<file path="src/rtl/bcdla_pkg.sv">
package bcdla_pkg;
    localparam int DIG_W   = 4;
    localparam int GRP_DIG = 4;
    typedef logic [DIG_W-1:0] bcd_digit_t;
endpackage

</file>
<file path="src/rtl/bcdla_digit_pg.sv">
module bcdla_digit_pg
    import bcdla_pkg::*;
(
    input  bcd_digit_t a_i,
    input  bcd_digit_t b_i,
    output logic       gen_o,
    output logic       prop_o
);
    logic [DIG_W:0] pair_sum;

    always_comb begin
        pair_sum = {1'b0, a_i} + {1'b0, b_i};
        gen_o    = (pair_sum >= 5'd10);
        prop_o   = (pair_sum == 5'd9);
    end
endmodule

</file>
<file path="src/rtl/bcdla_digit_sum.sv">
module bcdla_digit_sum
    import bcdla_pkg::*;
(
    input  bcd_digit_t a_i,
    input  bcd_digit_t b_i,
    input  logic       cin_i,
    output bcd_digit_t sum_o
);
    logic [DIG_W:0] bin_sum;

    always_comb begin
        bin_sum = {1'b0, a_i} + {1'b0, b_i} + {{DIG_W{1'b0}}, cin_i};
        if (bin_sum > 5'd9) begin
            sum_o = bin_sum[DIG_W-1:0] + 4'd6;
        end else begin
            sum_o = bin_sum[DIG_W-1:0];
        end
    end
endmodule

</file>
<file path="src/rtl/bcdla_group.sv">
module bcdla_group #(
    parameter int GD = 4
) (
    input  logic [GD-1:0] gen_i,
    input  logic [GD-1:0] prop_i,
    input  logic          cin_i,
    output logic [GD-1:0] dcarry_o,
    output logic          grp_gen_o,
    output logic          grp_prop_o
);
    always_comb begin
        for (int i = 0; i < GD; i++) begin
            logic term_all;
            logic acc;
            term_all = cin_i;
            acc      = 1'b0;
            for (int k = 0; k < i; k++) begin
                logic path;
                path = gen_i[k];
                for (int m = k + 1; m < i; m++) begin
                    path = path & prop_i[m];
                end
                acc      = acc | path;
                term_all = term_all & prop_i[k];
            end
            dcarry_o[i] = acc | term_all;
        end
    end

    always_comb begin
        grp_prop_o = &prop_i;
        grp_gen_o  = 1'b0;
        for (int k = 0; k < GD; k++) begin
            logic path;
            path = gen_i[k];
            for (int m = k + 1; m < GD; m++) begin
                path = path & prop_i[m];
            end
            grp_gen_o = grp_gen_o | path;
        end
    end
endmodule

</file>
<file path="src/rtl/bcdla_adder.sv">
module bcdla_adder
    import bcdla_pkg::*;
#(
    parameter int DIGITS  = 16,
    parameter bit OUT_REG = 1'b1
) (
    input  logic                  clk,
    input  logic                  rst_n,
    input  logic [DIGITS*4-1:0]   a_i,
    input  logic [DIGITS*4-1:0]   b_i,
    input  logic                  cin_i,
    output logic [DIGITS*4-1:0]   sum_o,
    output logic                  cout_o
);
    localparam int WIDTH  = DIGITS * DIG_W;
    localparam int GROUPS = DIGITS / GRP_DIG;

    logic [DIGITS-1:0] dig_gen;
    logic [DIGITS-1:0] dig_prop;
    logic [DIGITS-1:0] dig_cin;
    logic [GROUPS-1:0] grp_gen;
    logic [GROUPS-1:0] grp_prop;
    logic [GROUPS-1:0] grp_cin;
    logic [WIDTH-1:0]  sum_comb;
    logic              cout_comb;

    for (genvar d = 0; d < DIGITS; d++) begin : g_pg
        bcdla_digit_pg u_pg (
            .a_i    (a_i[d*DIG_W +: DIG_W]),
            .b_i    (b_i[d*DIG_W +: DIG_W]),
            .gen_o  (dig_gen[d]),
            .prop_o (dig_prop[d])
        );
    end

    for (genvar g = 0; g < GROUPS; g++) begin : g_grp
        bcdla_group #(.GD(GRP_DIG)) u_grp (
            .gen_i      (dig_gen[g*GRP_DIG +: GRP_DIG]),
            .prop_i     (dig_prop[g*GRP_DIG +: GRP_DIG]),
            .cin_i      (grp_cin[g]),
            .dcarry_o   (dig_cin[g*GRP_DIG +: GRP_DIG]),
            .grp_gen_o  (grp_gen[g]),
            .grp_prop_o (grp_prop[g])
        );
    end

    // second lookahead level: each group carry from cin and group terms
    always_comb begin
        for (int j = 0; j < GROUPS; j++) begin
            logic all_p;
            logic acc;
            all_p = cin_i;
            acc   = 1'b0;
            for (int k = 0; k < j; k++) begin
                logic path;
                path = grp_gen[k];
                for (int m = k + 1; m < j; m++) begin
                    path = path & grp_prop[m];
                end
                acc   = acc | path;
                all_p = all_p & grp_prop[k];
            end
            grp_cin[j] = acc | all_p;
        end
        cout_comb = grp_gen[GROUPS-1] | (grp_prop[GROUPS-1] & grp_cin[GROUPS-1]);
    end

    for (genvar d = 0; d < DIGITS; d++) begin : g_sum
        bcdla_digit_sum u_sum (
            .a_i   (a_i[d*DIG_W +: DIG_W]),
            .b_i   (b_i[d*DIG_W +: DIG_W]),
            .cin_i (dig_cin[d]),
            .sum_o (sum_comb[d*DIG_W +: DIG_W])
        );
    end

    if (OUT_REG) begin : g_reg
        always_ff @(posedge clk) begin
            if (!rst_n) begin
                sum_o  <= '0;
                cout_o <= 1'b0;
            end else begin
                sum_o  <= sum_comb;
                cout_o <= cout_comb;
            end
        end
    end else begin : g_comb
        assign sum_o  = sum_comb;
        assign cout_o = cout_comb;
    end
endmodule

</file>
<file path="config.mk">
export PLATFORM = sky130hd
export DESIGN_NAME = bcdla_adder
export DESIGN_NICKNAME = d
export VERILOG_FILES = /design/src/rtl/bcdla_pkg.sv /design/src/rtl/bcdla_digit_pg.sv /design/src/rtl/bcdla_digit_sum.sv /design/src/rtl/bcdla_group.sv /design/src/rtl/bcdla_adder.sv
export SDC_FILE = /design/constraint.sdc
export NUM_CORES = 1
export LEC_CHECK = 0
export BUFFER_PORTS_ARGS = -buffer_cell sky130_fd_sc_hd__buf_2
export CORE_MARGIN = 2
export CORE_UTILIZATION = 45
export DETAILED_ROUTE_END_ITERATION = 6
export HOLD_SLACK_MARGIN = 0.02
export PLACE_DENSITY = 0.68
export SLEW_MARGIN = 25
export SYNTH_ARGS = -nofsm -noshare
export SYNTH_HDL_FRONTEND = slang
export SYNTH_SLANG_ARGS = --single-unit
</file>
<file path="constraint.sdc">
create_clock -name clk -period 6.6 [get_ports clk]
set_input_delay 0.33 -clock clk [delete_from_list [all_inputs] [get_ports clk]]
set_output_delay 0.33 -clock clk [all_outputs]
set_load 0.05 [all_outputs]
</file>
* After elaboration in Yosys (flattened, before gate mapping)
Index checks and enable logic that the tools add are counted.
** Word-level totals
- RAM bits :: 0
- Register bits :: 65
- Word-level logic and storage cells :: 204
- Bits in latches :: 0
- Memories kept :: 0
- Bits in read-only memories :: 0
- Input bits :: 131
- Output and inout bits :: 65
** Operators by class
- Eq/ne operators :: 16
- Reductions and logical operators :: 4
- Bitwise gates (word level) :: 86
- Mux-type cells :: 16
- Multiply operators :: 0
- Add/sub/neg operators :: 48
- Div/mod/pow operators :: 0
- Shifts and indexed selects :: 0
- Order comparisons :: 32
** Operators with widths (count)
- $add 4x4->5 :: 16
- $add 5x1->5 :: 16
- $eq 5x4->1 const B :: 16
- $ge 5x4->1 const B :: 16
- $gt 5x4->1 const B :: 16
- $add 4x3->4 const B :: 16
- $mux 4 :: 16
- $and 1x1->1 :: 43
- $or 1x1->1 :: 43
- $reduce_and 4->1 :: 4

* Logic depth before layout (Yosys ltp)
- Depth after elaboration :: 20
- Gate-level depth with buffers :: 23
- Depth with buffers taken out :: 23

* By module
A second synthesis with hierarchy kept.
** Unflattened totals
- Cell total of the unflattened synthesis :: 955
- Area, all modules :: 8708.4 µm²
** Modules (own cells, without submodules)
- bcdla_digit_sum (g_sum[12].u_sum ...) :: sequential area each 0.0 µm², area each 237.7 µm², times used 13, cells an instance 26
- bcdla_digit_pg :: sequential area each 0.0 µm², area each 177.7 µm², times used 16, cells an instance 22
- bcdla_adder :: sequential area each 1301.2 µm², area each 1779.2 µm², times used 1, cells an instance 143
- bcdla_digit_sum (g_sum[0].u_sum ...) :: sequential area each 0.0 µm², area each 245.2 µm², times used 3, cells an instance 26
- bcdla_group :: sequential area each 0.0 µm², area each 65.1 µm², times used 4, cells an instance 11

* Least setup slack after synthesis
OpenSTA, ideal clock, no wires.
- Path kind :: input to register
- Start point :: input port a_i[0]
- End point :: register sum_o[47]
- Path buffers :: 0
- Setup slack :: 1.812 ns
- Arrival :: 4.673 ns
- Library setup time :: 0.115 ns
- Cell stages on the path :: 21
- Data required time :: 6.485 ns
- Cell sequence :: ha_1 -> fa_1 -> nor3_2 -> a22oi_1 -> o41a_1 -> a221o_1 -> o21a_1 -> o311ai_2 -> a31oi_1 -> a41oi_1 -> ha_1 -> ha_1 -> xnor2_1 -> ha_1 -> nor2b_1 -> a31oi_1 -> a21oi_1 -> o221ai_1 -> nor2b_1 -> xnor2_1 -> and2_1
** Between the ends
- Word-level cells in the longest chain between the ends :: 18
- Elaborated cells on any way between the ends :: 23
- Those cells by class :: 3 x add/sub; 2 x order compare; 1 x eq/ne; 1 x mux; 15 x bitwise; 1 x reduce/logical
** RTL lines
- start, declared :: line bcdla_adder.sv:9 : input logic [DIGITS*4-1:0] a_i,
- $add 4x4->5 * :: line bcdla_digit_pg.sv:12 : pair_sum = {1'b0, a_i} + {1'b0, b_i};
- $ge 5x4->1 :: line bcdla_digit_pg.sv:13 : gen_o = (pair_sum >= 5'd10);
- $and 1x1->1 (3 in series) :: line bcdla_group.sv:37 : path = path & prop_i[m];
- $or 1x1->1 (3 in series) :: line bcdla_group.sv:39 : grp_gen_o = grp_gen_o | path;
- $and 1x1->1 :: line bcdla_adder.sv:58 : path = path & grp_prop[m];
- $or 1x1->1 :: line bcdla_adder.sv:60 : acc = acc | path;
- $or 1x1->1 * :: line bcdla_adder.sv:63 : grp_cin[j] = acc | all_p;
- $and 1x1->1 * (3 in series) :: line bcdla_group.sv:24 : term_all = term_all & prop_i[k];
- $or 1x1->1 * :: line bcdla_group.sv:26 : dcarry_o[i] = acc | term_all;
- $add 5x1->5 * :: line bcdla_digit_sum.sv:12 : bin_sum = {1'b0, a_i} + {1'b0, b_i} + {{DIG_W{1'b0}}, cin_i};
- $add 4x3->4 / $gt 5x4->1 (equally long branches) :: line bcdla_digit_sum.sv:14, bcdla_digit_sum.sv:13
- $mux 4 * :: line bcdla_digit_sum.sv:13 : if (bin_sum > 5'd9) begin
- end signal, assigned :: line bcdla_adder.sv:83 : sum_o <= sum_comb;
- end, declared :: line bcdla_adder.sv:12 : output logic [DIGITS*4-1:0] sum_o,
Mark *: on every way between the ends. The rest lies on a longest branch, timed or not.
A chain may end at the register's enable or synchronous reset.

* Worst setup path after layout
Same ends and word-level chain as after synthesis.

==> run_results.csv <==
group,metric,value,unit
outcome,status,"completed",
synthesis,ys_types,64,
grt,grt_max_degree,67,
pwr,p_leak,4.13,nW
clock_tree,cts.clk_slew.worst_paths,0.06,ns
critical_path,cp.required,6.83,ns
sta,slew_viol_final,0,
sta,setup_tns,0,ns
clock_tree,cts_hold_buf,0,
synthesis,synth_top_area_cell,"ha_1",
routing,dr.first_iter.drc_count,165,
grt,grt_overflow,0,
grt,top_usage_layer,"met2",
clock_tree,cts_tree,"done",
clock_tree,cts_buffers,9,
sta,slew_headroom,59.9,%
layout,drive_above_1_share,22.6,%
placement,placed_cells,1157,
clock_tree,clock-sinks,65,
floorplan,core_area,15100,um^2
routing,viasPerCell,5.33,
grt,grtUsageMet1,26.3,%
synthesis,yosys.cell_count.top_type,"ha_1",
synthesis,async_reset_ff_share,0,%
routing,vias,6253,
synthesis,syn-num-nets,1048,
critical_path,start_kind,"input pin",
pwr,vdd_ir_drop_max,0.177,mV
grt,antenna_found_initial,0,
job,cap_violations,0,
sta,period_minus_slack,5.11,ns
routing,remaining_drc_errors,0,
synthesis,synth_area,6890,um^2
pwr,power_density,326,nW/um^2
synthesis,synth.area.top_cells,"ha_1, dfxtp_1, xnor2_1",
critical_path,end_kind,"register",
clock_tree,h-tree-depth,3,
routing,totalWireLength,15.8,mm
placement,dpl.hpwl,12.9,mm
layout,final_nets,1245,
sta,period_share,77.5,%
sta,max_freq,196,MHz
routing,wl_per_cell,13.5,um
synthesis,synth_edf_count,0,
clock_tree,cts_resized,0,
grt,grt_usage,19.2,%
clock_tree,root_buffer,"clkbuf_16",
layout,area_delta_synth_final,21.4,%
grt,grt_pass1_wl,25.7,mm
critical_path,arrival,5.34,ns
synthesis,synthCells,783,
layout,diodes,0,
routing,antenna_left,0,
synthesis,yosysWarnings,0,
floorplan,fp.dieH,128,um
hold_path,hp-class,"in -> reg",
floorplan,dieArea,16300,um^2
floorplan,die_w,128,um
sta,worst_pin_slew,0.596,ns
layout,layoutNonFillerInstCount,1173,
synthesis,yosysSeqAreaShare,18.9,%
sta,rsz0062_at_grt,"no",
synthesis,synth_ff_type,"dfxtp_1",
placement,place_congestion,0.829,
synthesis,synth.avg_cell_area,8.80,um^2
grt,met3_usage,2.92,%
floorplan,initial_core_util,45.7,%
critical_path,crit_type,"in -> reg",
grt,grt_util_met2,30.6,%
sta,hold_ws,0.445,ns
clock_tree,post_cts_buffers,0,
sta,setup_viol,0,
layout,fill_cells,1384,
sta,finalHoldViolCount,0,
synthesis,synth_top_area_share,21.4,%
floorplan,rows,45,
floorplan,pin_count,196,
routing,detail_route.first_pass.iterations,5,
clock_tree,clockBufferDepth,2,
synthesis,synth_common_cells,"ha_1, dfxtp_1, xnor2_1, and2_1, a21oi_1",
grt,grt_pass1_vias,5760,
critical_path,critPathMaxFanout,4,
placement,portBuffers,195,
synthesis,synth-seq-cells,65,
[power breakdown]
group	switching [W]	internal [W]	total (W)
Combinational	0.00108	0.000604	0.00168
Clock	0.000185	0.000302	0.000487
Sequential	0.0000375	0.000525	0.000562
Total	0.00130	0.00143	0.00273
[state kept, by name (all words and copies together), names as in the netlist]
signal / cells
cout_o: 1
sum_o: 64
[final cells by class]
type	count	area (um^2)	area share, %
clock buffer	11	243	2.90
clock inverter	5	55.1	0.658
inverter	39	146	1.75
multi-input combinational	670	5400	64.6
sequential	65	1300	15.6
tap	188	235	2.81
timing repair buffer	195	978	11.7
[final timing paths]
path                   start         to  depth (start not counted)
worst max-delay path  a_i[0]  sum_o[47]                         22
worst min-delay path   cin_i   sum_o[0]                          3
[kinds of logic (layout without fill, tap and decap cells)]
group / count (synthesis) / after routing / synth area share [%]
adder cells (fa/ha/maj): 134 / 134 / 26.1
AO/OA/AOI/OAI: 185 / 185 / 18.5
AND/OR/NAND/NOR: 241 / 241 / 19.4
flip-flops: 65 / 65 / 18.9
multiplexers: 16 / 16 / 2.32
buffers and inverters: 48 / 250 / 2.67
XOR/XNOR: 94 / 94 / 12.2
[worst max-delay path: stages]
cell      delay, ns
buf_2          0.10
ha_1           0.22
fa_1           0.52
nor3_1         0.24
a22oi_1        0.17
o41a_1         0.39
a221o_1        0.45
o21a_1         0.25
o311ai_2       0.36
a31oi_1        0.19
a41oi_1        0.25
ha_1           0.20
ha_1           0.19
xnor2_1        0.12
ha_1           0.23
nor2b_1        0.13
a31oi_1        0.17
nand2_1        0.08
o221ai_1       0.35
nor2b_1        0.21
xnor2_1        0.08
and2_1         0.14
[layer usage]
metal  routed length (um)  part of all wire, %
met3                  750                  4.7
met4                  211                  1.3
met2                 6970                   44
met5                    0                    0
met1                 7890                   50
[per-stage QoR]
step	total power (W)	setup WS, ns	instance area, um^2	util, %
after detailed placement	0.00225	1.16	8060	53.4
final	0.00273	1.49	8360	55.4
after CTS	0.00275	1.50	8360	55.4
after global placement	0.00223	1.24	8060	53.4
after global routing	0.00294	1.08	8360	55.4
after floorplan	0.00189	1.81	6890	-
[cell usage in the layout, fill, tap and decap left out, types with 6 or more instances in the layout]
master	netlist	layout
dfxtp_1	65	65
nor3_1	15	15
o21a_1	9	9
nor2b_1	14	14
inv_1	39	39
nand2b_1	9	9
a211oi_1	10	10
buf_2	0	194
fa_1	16	16
nand2_1	32	32
mux2i_1	16	16
or3_1	7	7
a31oi_1	11	11
xnor2_1	64	64
o21ai_0	20	20
nand4_1	6	6
nor4_1	11	11
xor2_1	29	29
a32oi_1	9	9
nor2_1	31	31
and3_1	9	9
nand3_1	26	26
a21oi_1	44	44
and2_1	60	60
ha_1	118	118
clkbuf_16	0	9
a21o_1	31	31
(Power assumes the default switching activity.)
